**src/rtl/spi_sd_pkg.sv**
```systemverilog
package spi_sd_pkg;
  localparam int BYTE_W   = 8;
  localparam int BUSY_BIT = 7;

  typedef enum logic [1:0] {
    OFS_DATA   = 2'd0,
    OFS_SPEED  = 2'd1,
    OFS_SELECT = 2'd2,
    OFS_ACTION = 2'd3
  } port_ofs_e;
endpackage

```
**src/rtl/spi_sd_clkgen.sv**
```systemverilog
module spi_sd_clkgen #(
  parameter int SLOW_HALF = 15625,
  parameter int FAST_HALF = 6
) (
  input  logic clk,
  input  logic rst,
  input  logic run,
  input  logic fast,
  output logic tick
);
  localparam int MAX_HALF = (SLOW_HALF > FAST_HALF) ? SLOW_HALF : FAST_HALF;
  localparam int CNT_W    = (MAX_HALF > 1) ? $clog2(MAX_HALF) : 1;

  logic [CNT_W-1:0] cnt_q;
  logic [CNT_W-1:0] limit;

  assign limit = fast ? CNT_W'(FAST_HALF - 1) : CNT_W'(SLOW_HALF - 1);
  assign tick  = run && (cnt_q == limit);

  always_ff @(posedge clk) begin
    if (rst || !run)  cnt_q <= '0;
    else if (tick)    cnt_q <= '0;
    else              cnt_q <= cnt_q + 1'b1;
  end

  AST_DIV_RANGE: assert property (@(posedge clk) disable iff (rst)
    run |-> (cnt_q <= limit));
endmodule

```
**src/rtl/spi_sd_shifter.sv**
```systemverilog
module spi_sd_shifter
  import spi_sd_pkg::*;
(
  input  logic              clk,
  input  logic              rst,
  input  logic              tick,
  input  logic              start_tx,
  input  logic              start_rx,
  input  logic [BYTE_W-1:0] tx_byte,
  input  logic              miso,
  output logic              busy,
  output logic              sck,
  output logic              mosi,
  output logic              rx_valid,
  output logic [BYTE_W-1:0] rx_byte
);
  localparam int BIT_W = $clog2(BYTE_W);

  logic [BIT_W-1:0]  bit_q;
  logic [BYTE_W-1:0] sh_q;
  logic              rx_mode_q;

  always_ff @(posedge clk) begin
    if (rst) begin
      busy      <= 1'b0;
      sck       <= 1'b0;
      mosi      <= 1'b1;
      rx_valid  <= 1'b0;
      rx_byte   <= '0;
      bit_q     <= '0;
      sh_q      <= '0;
      rx_mode_q <= 1'b0;
    end else begin
      rx_valid <= 1'b0;
      if (!busy && (start_tx || start_rx)) begin
        busy      <= 1'b1;
        sck       <= 1'b0;
        bit_q     <= '0;
        rx_mode_q <= start_rx;
        sh_q      <= start_rx ? '1 : tx_byte;
        mosi      <= start_rx ? 1'b1 : tx_byte[BYTE_W-1];
      end else if (busy && tick) begin
        if (!sck) begin
          sck     <= 1'b1;
          rx_byte <= {rx_byte[BYTE_W-2:0], miso};
        end else begin
          sck <= 1'b0;
          if (bit_q == BIT_W'(BYTE_W - 1)) begin
            busy     <= 1'b0;
            mosi     <= 1'b1;
            rx_valid <= rx_mode_q;
          end else begin
            bit_q <= bit_q + 1'b1;
            sh_q  <= {sh_q[BYTE_W-2:0], 1'b0};
            mosi  <= sh_q[BYTE_W-2];
          end
        end
      end
    end
  end

  AST_SCK_IDLE: assert property (@(posedge clk) disable iff (rst)
    !busy |-> !sck);
  AST_MOSI_IDLE: assert property (@(posedge clk) disable iff (rst)
    !busy |-> mosi);
  AST_MOSI_AT_RISE: assert property (@(posedge clk) disable iff (rst)
    $rose(sck) |-> $stable(mosi));
  AST_RX_MOSI_HIGH: assert property (@(posedge clk) disable iff (rst)
    (busy && rx_mode_q) |-> mosi);
  AST_RXV_IDLE: assert property (@(posedge clk) disable iff (rst)
    rx_valid |-> !busy);
endmodule

```
**src/rtl/spi_sd_regs.sv**
```systemverilog
module spi_sd_regs
  import spi_sd_pkg::*;
#(
  parameter int ADDR_W    = 8,
  parameter int BASE_ADDR = 'h6C,
  parameter int NUM_CS    = 2
) (
  input  logic              clk,
  input  logic              rst,
  input  logic [ADDR_W-1:0] bus_addr,
  input  logic              bus_wr,
  input  logic              bus_rd,
  input  logic [7:0]        bus_wdata,
  output logic [7:0]        bus_rdata,
  input  logic              busy,
  input  logic              rx_valid,
  input  logic [BYTE_W-1:0] rx_byte,
  output logic [BYTE_W-1:0] tx_byte,
  output logic              fast_sel,
  output logic [NUM_CS-1:0] cs_n,
  output logic              start_tx,
  output logic              start_rx
);
  logic [ADDR_W-1:0] rel;
  logic              hit;
  port_ofs_e         ofs;
  logic              wr_ok;
  logic [BYTE_W-1:0] data_q;
  logic [NUM_CS-1:0] sel_q;
  logic              fast_q;
  logic [7:0]        status;

  assign rel   = bus_addr - ADDR_W'(BASE_ADDR);
  assign hit   = (rel[ADDR_W-1:2] == '0);
  assign ofs   = port_ofs_e'(rel[1:0]);
  assign wr_ok = bus_wr && hit && !busy;

  assign start_tx = wr_ok && (ofs == OFS_ACTION);
  assign start_rx = bus_rd && hit && !busy && (ofs == OFS_ACTION);

  always_comb begin
    status           = '0;
    status[BUSY_BIT] = busy;
  end

  genvar g;
  logic [7:0] sel_flags;
  generate
    for (g = 0; g < 8; g++) begin : g_flag
      if (g < NUM_CS) begin : g_cs
        assign sel_flags[g] = ~sel_q[g];
      end else begin : g_pad
        assign sel_flags[g] = 1'b0;
      end
    end
  endgenerate

  always_ff @(posedge clk) begin
    if (rst) begin
      data_q    <= '0;
      sel_q     <= '1;
      fast_q    <= 1'b0;
      bus_rdata <= '0;
    end else begin
      if (wr_ok) begin
        case (ofs)
          OFS_DATA:   data_q <= bus_wdata;
          OFS_SPEED:  fast_q <= bus_wdata[0];
          OFS_SELECT: sel_q  <= bus_wdata[NUM_CS-1:0];
          default:    ;
        endcase
      end else if (rx_valid) begin
        data_q <= rx_byte;
      end
      if (bus_rd && hit) begin
        case (ofs)
          OFS_SPEED:  bus_rdata <= {7'd0, fast_q};
          OFS_SELECT: bus_rdata <= status | sel_flags;
          default:    bus_rdata <= data_q;
        endcase
      end
    end
  end

  assign tx_byte  = data_q;
  assign fast_sel = fast_q;
  assign cs_n     = sel_q;

  AST_SEL_HOLD: assert property (@(posedge clk) disable iff (rst)
    busy |=> $stable(cs_n));
  AST_SPEED_HOLD: assert property (@(posedge clk) disable iff (rst)
    busy |=> $stable(fast_sel));
  AST_ONE_START: assert property (@(posedge clk) disable iff (rst)
    (start_tx || start_rx) |=> busy);
endmodule

```
**src/rtl/spi_sd_port.sv**
```systemverilog
module spi_sd_port
  import spi_sd_pkg::*;
#(
  parameter int ADDR_W    = 8,
  parameter int BASE_ADDR = 'h6C,
  parameter int SLOW_HALF = 15625,
  parameter int FAST_HALF = 6,
  parameter int NUM_CS    = 2
) (
  input  logic              clk,
  input  logic              rst,
  input  logic [ADDR_W-1:0] bus_addr,
  input  logic              bus_wr,
  input  logic              bus_rd,
  input  logic [7:0]        bus_wdata,
  output logic [7:0]        bus_rdata,
  output logic              sck,
  output logic              mosi,
  input  logic              miso,
  output logic [NUM_CS-1:0] cs_n
);
  logic              busy;
  logic              tick;
  logic              fast_sel;
  logic              start_tx;
  logic              start_rx;
  logic              rx_valid;
  logic [BYTE_W-1:0] rx_byte;
  logic [BYTE_W-1:0] tx_byte;

  spi_sd_regs #(
    .ADDR_W(ADDR_W), .BASE_ADDR(BASE_ADDR), .NUM_CS(NUM_CS)
  ) u_regs (
    .clk(clk), .rst(rst), .bus_addr(bus_addr), .bus_wr(bus_wr),
    .bus_rd(bus_rd), .bus_wdata(bus_wdata), .bus_rdata(bus_rdata),
    .busy(busy), .rx_valid(rx_valid), .rx_byte(rx_byte),
    .tx_byte(tx_byte), .fast_sel(fast_sel), .cs_n(cs_n),
    .start_tx(start_tx), .start_rx(start_rx)
  );

  spi_sd_clkgen #(
    .SLOW_HALF(SLOW_HALF), .FAST_HALF(FAST_HALF)
  ) u_clkgen (
    .clk(clk), .rst(rst), .run(busy), .fast(fast_sel), .tick(tick)
  );

  spi_sd_shifter u_shift (
    .clk(clk), .rst(rst), .tick(tick), .start_tx(start_tx),
    .start_rx(start_rx), .tx_byte(tx_byte), .miso(miso), .busy(busy),
    .sck(sck), .mosi(mosi), .rx_valid(rx_valid), .rx_byte(rx_byte)
  );
endmodule

```
**config.mk**
```make
export PLATFORM = sky130hd
export DESIGN_NAME = spi_sd_port
export DESIGN_NICKNAME = d
export VERILOG_FILES = /design/src/rtl/spi_sd_pkg.sv /design/src/rtl/spi_sd_clkgen.sv /design/src/rtl/spi_sd_shifter.sv /design/src/rtl/spi_sd_regs.sv /design/src/rtl/spi_sd_port.sv
export SDC_FILE = /design/constraint.sdc
export NUM_CORES = 1
export LEC_CHECK = 0
export BUFFER_PORTS_ARGS = -buffer_cell sky130_fd_sc_hd__clkbuf_2
export CORE_MARGIN = 2
export CORE_UTILIZATION = 61
export CTS_CLUSTER_DIAMETER = 30
export DETAILED_ROUTE_END_ITERATION = 12
export HOLD_SLACK_MARGIN = 0.15
export PLACE_DENSITY = 0.83
export SLEW_MARGIN = 20
export SYNTH_ARGS = -nofsm -noshare
export SYNTH_HDL_FRONTEND = slang
export SYNTH_SLANG_ARGS = --single-unit
```
**constraint.sdc**
```tcl
create_clock -name clk -period 3.7 [get_ports clk]
set_input_delay 0.74 -clock clk [delete_from_list [all_inputs] [get_ports clk]]
set_output_delay 0.74 -clock clk [all_outputs]
set_load 0.01 [all_outputs]
```
# Word-level counts from Yosys, hierarchy flattened
# Index checks and enable logic that the tools add are counted.
dict set report word_totals {
  out_inout_bits 12
  register_bits 56
}
dict set report classes {
  mux 20
  n_reduce_logical 29
  bitwise 7
  n_eq_ne 7
  add_sub_neg 3
}
# op n
set ops {}
lappend ops {{$mux W7} 5}
lappend ops {{$mux W8} 3}
lappend ops {{$pmux W8 S2} 1}
lappend ops {{$add A14 B1 Y14 const B} 1}
lappend ops {{$eq A14 B14 Y1} 1}
lappend ops {{$mux W14} 1}
lappend ops {{$reduce_and A3 Y1} 4}
lappend ops {{$mux W1} 10}
lappend ops {{$logic_and A1 B1 Y1} 9}
lappend ops {{$or A8 B2 Y8} 1}
lappend ops {{$reduce_and A2 Y1} 4}
lappend ops {{$reduce_bool A2 Y1} 4}
lappend ops {{$sub A8 B7 Y8 const B} 1}
lappend ops {{$logic_not A6 Y1} 1}
lappend ops {{$not A1 Y1} 6}
lappend ops {{$reduce_or A5 Y1} 1}
lappend ops {{$eq A2 B2 Y1 const B} 2}
lappend ops {{$reduce_or A2 Y1} 2}
lappend ops {{$add A3 B1 Y3 const B} 1}
lappend ops {{$eq A3 B3 Y1 const B} 1}
lappend ops {{$eq A2 B1 Y1 const B} 1}
lappend ops {{$logic_not A2 Y1} 1}
lappend ops {{$logic_or A1 B1 Y1} 2}
lappend ops {{$ne A2 B1 Y1 const B} 1}
lappend ops {{other kinds (2)} 2}

# Longest topological paths before layout
# Gate-level depths: netlist (run 1).
dict set report logic_depth {
  depth_word 9
  depth_mapped 7
}

# By module
# Synthesis (run 1) repeated with hierarchy kept, for this count alone.
dict set report unflattened {
  hier_cells 303
  hier_area_um2 2817.7
}
# mod instances area_per_inst_um2 cells_per_inst seq_area_each_um2
set modules_own_cells {}
lappend modules_own_cells {spi_sd_regs 1 1143.6 117 380.4}
lappend modules_own_cells {spi_sd_shifter 1 989.7 109 460.4}
lappend modules_own_cells {spi_sd_clkgen 1 684.4 77 280.3}

# Least setup slack after synthesis (run 1)
# OpenSTA, ideal clock, no wires.
dict set report synth_timing {
  kind {input port to flip-flop}
  start {input bus_addr[7]}
  end {register u_shift.sh_q[6]}
  setup_ns 0.079
  n_path_buf 1
  slack_ns 1.620
  path_stages 6
  required_time_ns 3.621
  arrival_time_ns 2.001
  cell_sequence {and4bb_2 > o2111a_1 > clkbuf_1 > nor2b_1 > o21ai_0 > o211ai_1}
}
dict set report synth_between {
  elab_chain_len 9
}
# item line
set synth_rtl {}
lappend synth_rtl {{start, declared} spi_sd_port.sv:12} ;# input logic [ADDR_W-1:0] bus_addr,
lappend synth_rtl {{$sub A8 B7 Y8 *} spi_sd_regs.sv:33} ;# assign rel = bus_addr - ADDR_W'(BASE_ADDR);
lappend synth_rtl {{$logic_not A6 Y1 *} spi_sd_regs.sv:34} ;# assign hit = (rel[ADDR_W-1:2] == '0);
lappend synth_rtl {{$logic_and A1 B1 Y1, on equally long branches (2 in series)} {spi_sd_regs.sv:36, spi_sd_regs.sv:39}}
lappend synth_rtl {{$logic_and A1 B1 Y1, on equally long branches} {spi_sd_regs.sv:38, spi_sd_regs.sv:39}}
lappend synth_rtl {{$logic_or A1 B1 Y1} spi_sd_shifter.sv:35} ;# if (!busy && (start_tx || start_rx)) begin
lappend synth_rtl {{$logic_and A1 B1 Y1} spi_sd_shifter.sv:35}
lappend synth_rtl {{$ne A2 B1 Y1 (no line) / $reduce_bool A2 Y1 (equally long branches)} n/a}
lappend synth_rtl {{$reduce_and A3 Y1 (no line)} n/a}
lappend synth_rtl {{end signal, assigned} spi_sd_shifter.sv:40} ;# sh_q <= start_rx ? '1 : tx_byte;
lappend synth_rtl {{end signal, assigned} spi_sd_shifter.sv:54} ;# sh_q <= {sh_q[BYTE_W-2:0], 1'b0};
lappend synth_rtl {{end, declared} spi_sd_shifter.sv:20} ;# logic [BYTE_W-1:0] sh_q;
# Mark *: on every way between the ends. The rest lies on a longest branch, timed or not.
# A chain may end at the register's enable or synchronous reset.

# Worst setup path after layout (run 1)
dict set report layout_timing {
  start {register u_clkgen.cnt_q[4]}
  end {register u_shift.sh_q[2]}
}
dict set report layout_between {
  elab_chain_len 5
}
# item line
set layout_rtl {}
lappend layout_rtl {{start, declared} spi_sd_clkgen.sv:14} ;# logic [CNT_W-1:0] cnt_q;
lappend layout_rtl {{start signal, assigned} spi_sd_clkgen.sv:23} ;# else cnt_q <= cnt_q + 1'b1;
lappend layout_rtl {{$eq A14 B14 Y1} spi_sd_clkgen.sv:18} ;# assign tick = run && (cnt_q == limit);
lappend layout_rtl {{$logic_and A1 B1 Y1} spi_sd_clkgen.sv:18}
lappend layout_rtl {{$logic_and A1 B1 Y1} spi_sd_shifter.sv:42} ;# end else if (busy && tick) begin
lappend layout_rtl {{$reduce_bool A2 Y1 (no line)} n/a}
lappend layout_rtl {{$reduce_and A3 Y1 (no line)} n/a}
# No other way between the ends.

==> results of run 1 <==
## cell usage in the layout (no fill, tap or decap), types with 2 or more instances in the layout
cell / synthesis / routed
nor2_1: 69 / 69
dfxtp_1: 56 / 56
clkbuf_2: 0 / 32
a21oi_1: 13 / 13
mux2i_1: 11 / 11
nand2_1: 10 / 10
nor4_1: 10 / 10
nand3_1: 10 / 10
inv_1: 8 / 8
o21ai_0: 8 / 8
nand2b_1: 8 / 8
xor2_1: 7 / 7
ha_1: 7 / 7
xnor2_1: 6 / 6
clkbuf_8: 0 / 6
nor2b_1: 5 / 5
nand4_1: 5 / 5
nor3b_1: 5 / 5
o211ai_1: 5 / 5
or3_2: 5 / 5
a211oi_1: 4 / 4
nand3b_1: 4 / 4
nor3_1: 3 / 3
and4_1: 3 / 3
and3_1: 2 / 2
## worst max path at each step
stage / startpoint / depth (start not counted) / end
2_1_floorplan: bus_addr[7] / 6 / u_shift.sh_q[6]$_SDFFE_PP0P_
3_3_place_gp: bus_addr[0] / 7 / u_shift.mosi$_SDFFE_PP1P_
3_5_place_dp: bus_addr[7] / 6 / u_shift.sh_q[2]$_SDFFE_PP0P_
4_1_cts: u_clkgen.cnt_q[11]$_SDFF_PP0_ / 5 / u_shift.sh_q[3]$_SDFFE_PP0P_
5_1_grt: u_clkgen.cnt_q[11]$_SDFF_PP0_ / 5 / u_shift.sh_q[2]$_SDFFE_PP0P_
6_report: u_clkgen.cnt_q[4]$_SDFF_PP0_ / 5 / u_shift.sh_q[2]$_SDFFE_PP0P_
## stage by stage
stage	hold slack, ps	instances	instance area [um2]
2_1_floorplan	428	296	2570
3_3_place_gp	441	364	2730
3_5_place_dp	443	364	2730
4_1_cts	456	372	2850
5_1_grt	476	372	2850
6_report	457	372	2850
## worst max-delay path, cell delays in order (launching register included)
cell and delay [ps]:
dfxtp_1 360, nor4_1 450, o211ai_2 270, a2111oi_4 740
or3_2 240, o211ai_1 90
## final cells by class
type | count | area share (%)
Clock buffer | 6 | 2.90
Clock inverter | 2 | 1.36
Inverter | 8 | 1.05
Multi-Input combinational cell | 217 | 47.3
Sequential cell | 56 | 39.4
Tap cell | 50 | 2.20
Timing Repair Buffer | 33 | 5.88
## layer usage
| metal | GRT usage, % | wire length [um] | vias up |
|---|---|---|---|
| met1 | 27.6 | 2360 | 978 |
| li1 | - | - | 1078 |
| met3 | 4.22 | 166 | 8 |
| met5 | 0 | 0 | - |
| met2 | 41.3 | 2450 | 36 |
| met4 | 6.37 | 62 | 0 |
## flip-flops by register name, summed over array words and instances, names as in the netlist
register and count:
u_clkgen.cnt_q 14, u_regs.bus_rdata 8, u_regs.cs_n 2, u_regs.fast_sel 1, u_regs.tx_byte 8, u_shift.bit_q 3, u_shift.busy 1, u_shift.mosi 1
u_shift.rx_byte 8, u_shift.rx_mode_q 1, u_shift.rx_valid 1, u_shift.sck 1, u_shift.sh_q 7
## kinds of logic (layout without fill, tap and decap cells)
logic type	Yosys count	after routing	synth area share (%)
compound gates	39	39	10.7
flops	56	56	43.7
fa+ha+maj	7	7	3.41
simple gates	147	147	29.6
xor+xnor	13	13	4.43
buf+inv	23	49	3.90
mux	11	11	4.29
## power by group
part	internal [mW]	leakage, nW	switching, mW
Sequential	0.603	0.451	0.000425
Combinational	0.0145	0.555	0.0213
Clock	0.221	0.0614	0.192
Total	0.839	1.07	0.213
==> results.md, run 1 <==
- Status: complete, no violations
- Avg Cell Area, Syn: 8.67 um2
- Post-Synthesis Cell Area: 2570 um2
- PD cells: 369 nW/um2
- Hold Path Class: reg -> reg
- Top Ports: 33
- Row cnt: 23
- Post-synth top area share: 43.7%
- Post-Route WL: 5.04 mm
- Final Cycle Share: 61.0%
- Worst Path Arrival: 2440 ps
- Largest net degree at the start of global routing: 41
- Reg2Reg Setup Slack: 1440 ps
- Grt ovf: 0
- Maximum root-to-sink buffer count: 2
- Worst setup margin: 1440 ps
- First-pass GRT wire length: 8.24 mm
- Setup Buffers After CTS: 0
- Layout Utilization: 70.7%
- Pre-antenna DRT Iters: 4
- Pre-CTS WS: 1370 ps
- Clk slew on worst S/H paths: 100 ps
- Fill cell count: 331
- Synth async-reset ratio: 0%
- Slew @ Worst Pin: 717 ps
- Syn nets: 324
- Hold_buf cts: 0
- Number of max-cap violations: 0
- Root Buffer: clkbuf_8
- Port bufs: 32
- Syn-to-layout area delta: 11.0%
- Min-delay src: u_shift.rx_mode_q$_SDFFE_PP0N_
- Synth unique cells: 45
- Clk_lat worst skew: 300 ps
- Detailed-route wire length per cell: 13.6 um
- Synth area leader: dfxtp_1
- Final Hold Viols: 0
- Endpoints failing setup: 0
- Max Freq: 443 MHz
- Layout Nets: 349
- Remaining DRCs: 0
- All-layer global routing usage: 22.9%
- 1st-iter DRT viols: 55
- CTS tree: done
- Clk sink count: 56
- Largest cells by area after synthesis: dfxtp_1 44%, nor2_1 10%, mux2i_1 4.3%
- Final ANT Viol Nets: 0
- Initial antenna violation count: 0
- Hold Path Sink: u_shift.rx_mode_q$_SDFFE_PP0N_
- Crit end category: flip-flop
- Hold Path Cell Cnt: 2
- Slew Viols, Final: 0
- Antenna diodes: 0
- Element type at the critical path start: flip-flop
- Syn Inst Count: 296
- Post-DP HPWL: 3.72 mm
- Leakage power: 1.07 nW
- Core footprint: 4030 um2
- Starting Density: 63.7%
- Synth top cells by count: 69 x nor2_1, 56 x dfxtp_1, 13 x a21oi_1
- Fin Setup TNS: 0 ps
- Multi-input gate area: 1350 um2
- Routability cong.: 0.826
- Proportion of layout cells with a drive suffix above 1: 17.1%
- Yosys warnings: 0
- Die Ht: 68.9 um
- Slew HR: 52.2%
- Most numerous cell in the Yosys netlist: nor2_1
- Fin crit period: 2260 ps
- Number of synthesized register bits: 56
- PostCTS Resize Cnt: 0
- Sequential-to-total area share from yosys stat: 43.7%
- Number of global-route vias before repair: 1,911
- Reg-to-reg startpoint: u_clkgen.cnt_q[4]$_SDFF_PP0_
- FF-to-FF path depth: 5
- Crit Path Class: reg -> reg
- Via total after detailed routing: 2,100
- Critical R2R Capture: u_shift.sh_q[2]$_SDFFE_PP0P_
- Tot Pwr: 1.05 mW
- Req. time, crit path: 3880 ps
- Die Wd: 68.9 um
- Clock buffer count from CTS: 5
- Die area: 4740 um2
- Number of synthesized flops with an enable pin: 0
- Clock skew: 8.04 ps
- H-tree Lvls: 2
- Drt via density: 5.65
- Crit path max fanout: 11
- RSZ-0062 raised after global routing: false
- Main flop type after synthesis: dfxtp_1
- VDD IR max: 0.282 mV
- FF+latch area: 1120 um2
Note: power is estimated with default switching activity, not from simulation.
==> run 2: changes to the inputs <==
--- a/config.mk
+++ b/config.mk
@@ -5,13 +5,14 @@
 export SDC_FILE = /design/constraint.sdc
 export NUM_CORES = 1
 export LEC_CHECK = 0
+export ABC_AREA = 1
 export BUFFER_PORTS_ARGS = -buffer_cell sky130_fd_sc_hd__clkbuf_2
 export CORE_MARGIN = 2
-export CORE_UTILIZATION = 61
+export CORE_UTILIZATION = 58
 export CTS_CLUSTER_DIAMETER = 30
 export DETAILED_ROUTE_END_ITERATION = 12
 export HOLD_SLACK_MARGIN = 0.15
-export PLACE_DENSITY = 0.83
+export PLACE_DENSITY = 0.79
 export SLEW_MARGIN = 20
 export SYNTH_ARGS = -nofsm -noshare
 export SYNTH_HDL_FRONTEND = slang
==> constraint.sdc (replaced) <==
create_clock -name clk -period 2.4 [get_ports clk]
set_input_delay 0.48 -clock clk [delete_from_list [all_inputs] [get_ports clk]]
set_output_delay 0.48 -clock clk [all_outputs]
set_load 0.01 [all_outputs]
==> run 2 against run 1 <==
Net effect:
- sequential cell count did not move
- first-iteration DRC count increased to 2.6 times the previous value
- critical path depth rose by 6
- synthesized cell count up 41%
- cell count grew 35%
- sequential share of layout area shrank 2.7 points
- count of clock-buffer cells in the layout stayed put
- cell area rose by 7.4%
- utilization down 5.5 points
- largest cell class unchanged
- via count increased by 20%
- critical path type unchanged
==> results.md, run 2 <==
- Slew Viols, Final: 0 (unchanged)
- Syn-to-layout area delta: 9.10%
- Post-Route WL: 5.72 mm (+13%)
- Setup Buffers After CTS: 0 (unchanged)
- Number of global-route vias before repair: 2,247 (+18%)
- Syn Inst Count: 417 (+41%)
- Pre-antenna DRT Iters: 4 (unchanged)
- PostCTS Resize Cnt: 0 (unchanged)
- 1st-iter DRT viols: 145 (+160%)
- Buf/Inv on CP: 4 (+4)
- Routability cong.: 0.924 (+12%)
- Die Wd: 73.5 um (+6.8%)
- Cell Chain, Critical Path: inv_1 > nand2_1 > inv_1 > nand3_2 > nand2_2 > nand2_2 > nand2_1 > inv_1 > nand3_1 > nand2_1 > inv_1
- Sequential-to-total area share from yosys stat: 40.0% (-3.7 points)
- Detailed-route wire length per cell: 11.4 um (-16%)
- Adder-cell share of the synthesized area: 3.12% (-0.29 points)
- Antenna diodes: 0 (unchanged)
- Layout Utilization: 65.2% (-5.5 points)
- Post-synth top area share: 40.0% (-3.7 points)
- Slew HR: 62.1% (+10 points)
- Most frequent cells in the layout: 103 x nand2_1, 70 x nor2_1, 59 x inv_1, 56 x dfxtp_1, 32 x clkbuf_2
- Maximum root-to-sink buffer count: 2 (unchanged)
- Reg2Reg Setup Slack: 590 ps (-850 ps)
- Clk_lat worst skew: 300 ps (about the same)
- Root Buffer: clkbuf_8
- Proportion of layout cells with a drive suffix above 1: 12.5% (-4.6 points)
- Remaining DRCs: 0 (unchanged)
- Via total after detailed routing: 2,528 (+20%)
- CTS tree: done
- Slowest CP cell: dfxtp_1
- Core footprint: 4690 um2 (+16%)
- Max Freq: 553 MHz (+25%)
- Top Ports: 33 (unchanged)
- Die area: 5410 um2 (+14%)
- Largest family of logic cells by synthesized area: simple AND/OR/NAND/NOR gates
- Number of synthesized flops with an enable pin: 0 (unchanged)
- Req. time, crit path: 2610 ps (-1270 ps)
- Final Cycle Share: 75.4% (+14 points)
- Final hold slack: 406 ps (-50.7 ps)
- Most numerous cell in the Yosys netlist: nand2_1
- Crit Path Class: reg -> reg
- Critical R2R Capture: u_shift.mosi$_SDFFE_PP1P_
- Synth area leader: dfxtp_1
- Worst path most repeated cell: inv_1
- Largest net degree at the start of global routing: 32 (-22%)
- Port bufs: 32 (unchanged)
- Syn nets: 445 (+37%)
- Synth top cells by count: 103 x nand2_1, 70 x nor2_1, 59 x inv_1
- Clock skew: 8.13 ps (+0.0900 ps)
- Most common cell after layout, fill and taps aside: nand2_1
- FF-to-FF path depth: 11 (+6)
- Internal: 1.15 mW (+37%)
- Hold Path Sink: u_shift.rx_byte[0]$_SDFFE_PP0P_
- Status: complete, no violations
- Reg-to-reg startpoint: u_shift.busy$_SDFFE_PP0P_
- Fin crit period: 1810 ps (-447 ps)
- All-layer global routing usage: 23.3% (+0.47 points)
- Mux contribution to synthesized area: 0% (-4.3 points)
- VDD IR max: 0.308 mV (+9.2%)
- Final Hold Viols: 0 (unchanged)
- Avg Cell Area, Syn: 6.73 um2 (-22%)
- Number of max-cap violations: 0 (unchanged)
- H-tree Lvls: 2 (unchanged)
- PD cells: 483 nW/um2 (+31%)
- Combinational fraction of design power: 4.0% (+0.6 points)
- Yosys warnings: 0 (unchanged)
- Hold Path Class: in -> reg
- Number of synthesized register bits: 56 (unchanged)
- Synth async-reset ratio: 0% (unchanged)
- Min-delay src: miso
- Hold_buf cts: 0 (unchanged)
- Leakage power: 1.52 nW (+42%)
- Synth Area in Simple Gates: 36.0% (+6.4 points)
- Slew @ Worst Pin: 566 ps (-151 ps)
- Element type at the critical path start: flip-flop
- Post-DP HPWL: 4.36 mm (+17%)
- Delay-heaviest family, CP: simple AND/OR/NAND/NOR gates
- Main flop type after synthesis: dfxtp_1
- Clock buffer count from CTS: 5 (unchanged)
- Post-Synthesis Cell Area: 2810 um2 (+9.3%)
- Drt via density: 5.04 (-11%)
- First-pass GRT wire length: 9.89 mm (+20%)
- Max reg flops: 14 (unchanged)
- Crit end category: flip-flop
- Compound-Gate Fraction of Synth Area: 8.43% (-2.2 points)
- Starting Density: 59.8% (-3.9 points)
- Die Ht: 73.5 um (+6.8%)
- Crit path max fanout: 18 (+7)
- Fin Setup TNS: 0 ps (unchanged)
- Hold Path Cell Cnt: 3 (+1)
- Synth unique cells: 29 (-36%)
- Crit path largest cell delay: 480 ps (-260 ps)
- Clock power frac: 33.0% (-6.3 points)
- Psw: 327 uW (+53%)
- Seq pwr share: 63.0% (+5.7 points)
- Final ANT Viol Nets: 0 (unchanged)
- Initial antenna violation count: 0 (unchanged)
- Layout Nets: 476 (+36%)
- Worst Path Arrival: 2020 ps (-420 ps)
- Switching part of the total: 22.1% (+1.8 points)
- Grt ovf: 0 (unchanged)
- Clk slew on worst S/H paths: 100 ps (about the same)
- RSZ-0062 raised after global routing: false
- Clk sink count: 56 (unchanged)
- Largest Register: u_clkgen.cnt_q
- Row cnt: 25 (+8.7%)
- Post-Synth XOR/XNOR Area: 1.56% (-2.9 points)
- Largest cells by area after synthesis: dfxtp_1 40%, nand2_1 14%, nor2_1 9.4%
- Endpoints failing setup: 0 (unchanged)
run 2: cell count changes in the layout (fill, tap and decap cells not counted), sizes merged, moves of 8 or more:
cell / delta
nand2: +97
inv: +54
nand3: +23
o21ai: +15
mux2i: -11
nor4: -10
nand2b: -8
run 2: logic make-up (layout without fill, tap and decap cells):
kind of cell	after synthesis	after routing
AO/OA/AOI/OAI	45	45
buffers and inverters	73	104
AND/OR/NAND/NOR	231	231
XOR/XNOR	5	5
flip-flops	56	56
adder cells (fa/ha/maj)	7	7
run 2: area by class of cell:
| cell class | count | area, um2 |
|---|---|---|
| Tap cell | 54 | 67.6 |
| Fill cell | 446 | 1630 |
| Timing Repair Buffer | 35 | 183 |
| Sequential cell | 56 | 1120 |
| Inverter | 62 | 233 |
| Clock inverter | 1 | 5.00 |
| Clock buffer | 6 | 72.6 |
| Multi-Input combinational cell | 288 | 1380 |
run 2: power by group through the flow:
| stage | Combinational [mW] | Sequential (mW) | Clock [mW] |
|---|---|---|---|
| floorplan | 0.0338 | 0.953 | 0 |
| global placement | 0.0589 | 0.953 | 0 |
| detailed placement | 0.0598 | 0.953 | 0 |
| CTS | 0.0601 | 0.931 | 0.498 |
| global route | 0.0680 | 0.931 | 0.529 |
| finish | 0.0595 | 0.931 | 0.488 |
run 2: tightest hold or removal path: cells and delay by family:
family | cells | cell delay (ps)
buf+inv | 1 | 70
simple gates | 2 | 110
run 2: metal layers:
metal	vias to the layer above	wire, um	track usage, %
met4	0	48	6.06
met5	-	0	0
li1	1356	-	-
met2	42	2710	38.4
met1	1126	2710	31.4
met3	4	251	4.39
run 2: worst max path at each step:
stage,cells past startpoint,from,slack (ps),endpoint
after floorplan,9,bus_addr[0],870,u_shift.mosi$_SDFFE_PP1P_
after global placement,9,bus_addr[4],540,u_regs.tx_byte[4]$_SDFFE_PP0P_
after detailed placement,9,bus_addr[4],480,u_shift.rx_mode_q$_SDFFE_PP0N_
after CTS,11,u_shift.busy$_SDFFE_PP0P_,590,u_shift.mosi$_SDFFE_PP1P_
after global routing,11,u_shift.busy$_SDFFE_PP0P_,420,u_shift.mosi$_SDFFE_PP1P_
final,11,u_shift.busy$_SDFFE_PP0P_,590,u_shift.mosi$_SDFFE_PP1P_
run 2: metrics by stage:
step	total power [mW]	setup WS, ps	cell area [um2]	std cells
global route	1.53	421	3060	502
CTS	1.49	591	3060	502
finish	1.48	591	3060	502
global placement	1.01	535	2980	495
floorplan	0.986	869	2810	417
detailed placement	1.01	485	2980	495
==> run 3: changes to the inputs <==
--- a/config.mk
+++ b/config.mk
@@ -8,11 +8,11 @@
 export ABC_AREA = 1
 export BUFFER_PORTS_ARGS = -buffer_cell sky130_fd_sc_hd__clkbuf_2
 export CORE_MARGIN = 2
-export CORE_UTILIZATION = 58
+export CORE_UTILIZATION = 52
 export CTS_CLUSTER_DIAMETER = 30
 export DETAILED_ROUTE_END_ITERATION = 12
 export HOLD_SLACK_MARGIN = 0.15
-export PLACE_DENSITY = 0.79
+export PLACE_DENSITY = 0.75
 export SLEW_MARGIN = 20
 export SYNTH_ARGS = -nofsm -noshare
 export SYNTH_HDL_FRONTEND = slang
==> constraint.sdc (replaced) <==
create_clock -name clk -period 1.5 [get_ports clk]
set_input_delay 0.3 -clock clk [delete_from_list [all_inputs] [get_ports clk]]
set_output_delay 0.3 -clock clk [all_outputs]
set_load 0.01 [all_outputs]
==> run 3 against run 2 <==
Net effect:
- the flow now finishes with violations (setup timing)
- wire length grew 14%
- combinational power grew 90%
- cell count grew 9.8%
- critical path type unchanged
- highest routed layer unchanged
==> results.md, run 3 (synthesis results as in run 2) <==
- Die Ht: 77.4 um (+5.3%)
- Most common cell after layout, fill and taps aside: nand2_1
- Worst setup margin: -62.5 ps (-654 ps)
- Post-Route WL: 6.55 mm (+14%)
- Initial antenna violation count: 0 (unchanged)
- PD cells: 724 nW/um2 (+50%)
- Drt via density: 4.94 (-1.9%)
- Non-filler cells, final: 551 (+9.8%)
- Layout Nets: 508 (+6.7%)
- CTS tree: done
- Slew Viols, Final: 0 (unchanged)
- Die Wd: 77.4 um (+5.3%)
- Via total after detailed routing: 2,721 (+7.6%)
- Top Ports: 33 (unchanged)
- Port bufs: 32 (unchanged)
- Routability cong.: 0.854 (-7.5%)
- Crit end category: flip-flop
- H-tree Lvls: 2 (unchanged)
- Largest net degree at the start of global routing: 26 (-19%)
- Endpoints failing setup: 6 (+6)
- Detailed-route wire length per cell: 11.9 um (+4.3%)
- Req. time, crit path: 1760 ps (-850 ps)
- Final ANT Viol Nets: 0 (unchanged)
- Crit path max fanout: 5 (-13)
- Starting Density: 54.2% (-5.6 points)
- Root Buffer: clkbuf_8
- Clk slew on worst S/H paths: 100 ps (about the same)
- Crit Path Class: reg -> reg
- Grt ovf: 0 (unchanged)
- Final Cycle Share: 104% (+29 points)
- Die area: 6000 um2 (+11%)
- Largest Register: u_clkgen.cnt_q
- Post-route cell area: 3450 um2 (+13%)
- Pre-antenna DRT Iters: 4 (unchanged)
- Most frequent cells in the layout: 97 x nand2_1, 64 x nor2_1, 56 x inv_1, 49 x dfxtp_1
- Status: finished, violations left
- Dpl cells: 541 (+9.3%)
- Slew HR: 80.9% (+19 points)
- VDD IR max: 0.598 mV (+94%)
- Final Hold Viols: 0 (unchanged)
- Clock skew: 9.46 ps (+1.33 ps)
- Proportion of layout cells with a drive suffix above 1: 24.3% (+12 points)
- First-pass GRT wire length: 11.0 mm (+12%)
- Worst Path Arrival: 1820 ps (-200 ps)
- Max reg flops: 14 (unchanged)
- Post-DP HPWL: 4.76 mm (+9.0%)
- Syn-to-layout area delta: 22.9%
- Clock buffer count from CTS: 5 (unchanged)
- DP Area: 3230 um2 (+8.2%)
- Slew @ Worst Pin: 287 ps (-280 ps)
- Clk_lat worst skew: 320 ps (+20 ps)
- All-layer global routing usage: 22.6% (-0.77 points)
- Clk sink count: 56 (unchanged)
- Failing checks: setup timing
- Leakage power: 1.71 nW (+13%)
- Maximum root-to-sink buffer count: 2 (unchanged)
- 1st-iter DRT viols: 89 (-39%)
- RSZ-0062 raised after global routing: true
- Max Freq: 640 MHz (+16%)
- Number of global-route vias before repair: 2,620 (+17%)
- Element type at the critical path start: flip-flop
- Number of max-cap violations: 0 (unchanged)
- Antenna diodes: 0 (unchanged)
- Remaining DRCs: 0 (unchanged)
- Fin crit period: 1560 ps (-246 ps)
- Core footprint: 5170 um2 (+10%)
- Tot Pwr: 2.50 mW (+69%)
- Hold Path Class: in -> reg
- Row cnt: 26 (+4.0%)
run 3: cell type report:
class | count | area [um2]
clock buffers | 6 | 82.6
clock inverters | 2 | 15.0
fillers | 434 | 1720
inverters | 62 | 235
multi-input cells | 288 | 1460
flip-flops and latches | 56 | 1130
well taps | 70 | 87.6
repair buffers | 67 | 434
run 3: final timing paths:
path / endpoint / from / slack [ps] / cells past startpoint
hold / removal: u_shift.rx_byte[0]$_SDFFE_PP0P_ / miso / 210 / 3
setup reg to reg: u_shift.rx_byte[5]$_SDFFE_PP0P_ / u_clkgen.cnt_q[4]$_SDFF_PP0_ / -60 / 10
setup / recovery: u_shift.rx_byte[5]$_SDFFE_PP0P_ / u_clkgen.cnt_q[4]$_SDFF_PP0_ / -60 / 10
hold reg to reg: u_clkgen.cnt_q[0]$_SDFF_PP0_ / u_clkgen.cnt_q[0]$_SDFF_PP0_ / 450 / 1
run 3: where the power goes:
part           internal (mW)  switching [mW]  total [mW]
Sequential              1.49         0.00145        1.49
Combinational         0.0439          0.0689       0.113
Clock                  0.375           0.522       0.898
Total                   1.91           0.592        2.50
run 3: critical path: stages (launching register included):
cell	delay, ps
dfxtp_4	370
inv_2	60
nand2_2	50
nor2_2	120
nand2_2	80
nor2_4	170
nand2_4	80
nor2_4	230
buf_6	130
o21ai_0	100
nor2_1	110
run 3: per-layer routing:
layer | share of wire, % | routed length (um) | global-route usage [%] | up-vias
met4 | 2.0 | 133 | 8.93 | 0
met1 | 45 | 2950 | 27.8 | 1238
li1 | - | - | - | 1423
met3 | 3.6 | 236 | 3.95 | 12
met2 | 49 | 3230 | 39.0 | 48
met5 | 0 | 0 | 0 | -
run 3: metrics by stage:
step	util, %	setup WS (ps)	hold slack [ps]	TNS (ps)
after floorplan	-	149	418	0
after global placement	62.4	-6.07	439	-6.07
after detailed placement	62.4	-85.1	438	-260
after CTS	64.4	0.220	203	0
after global routing	66.7	-172	245	-2080
final	66.7	-62.5	207	-189
run 3: repair_timing:
item,in CTS,in global routing
endpoints found under the setup margin,4,37
gates resized for setup,3,36
endpoints found under the hold margin,0,0
setup buffers,0,2
pin swaps,0,9
hold buffers,0,0
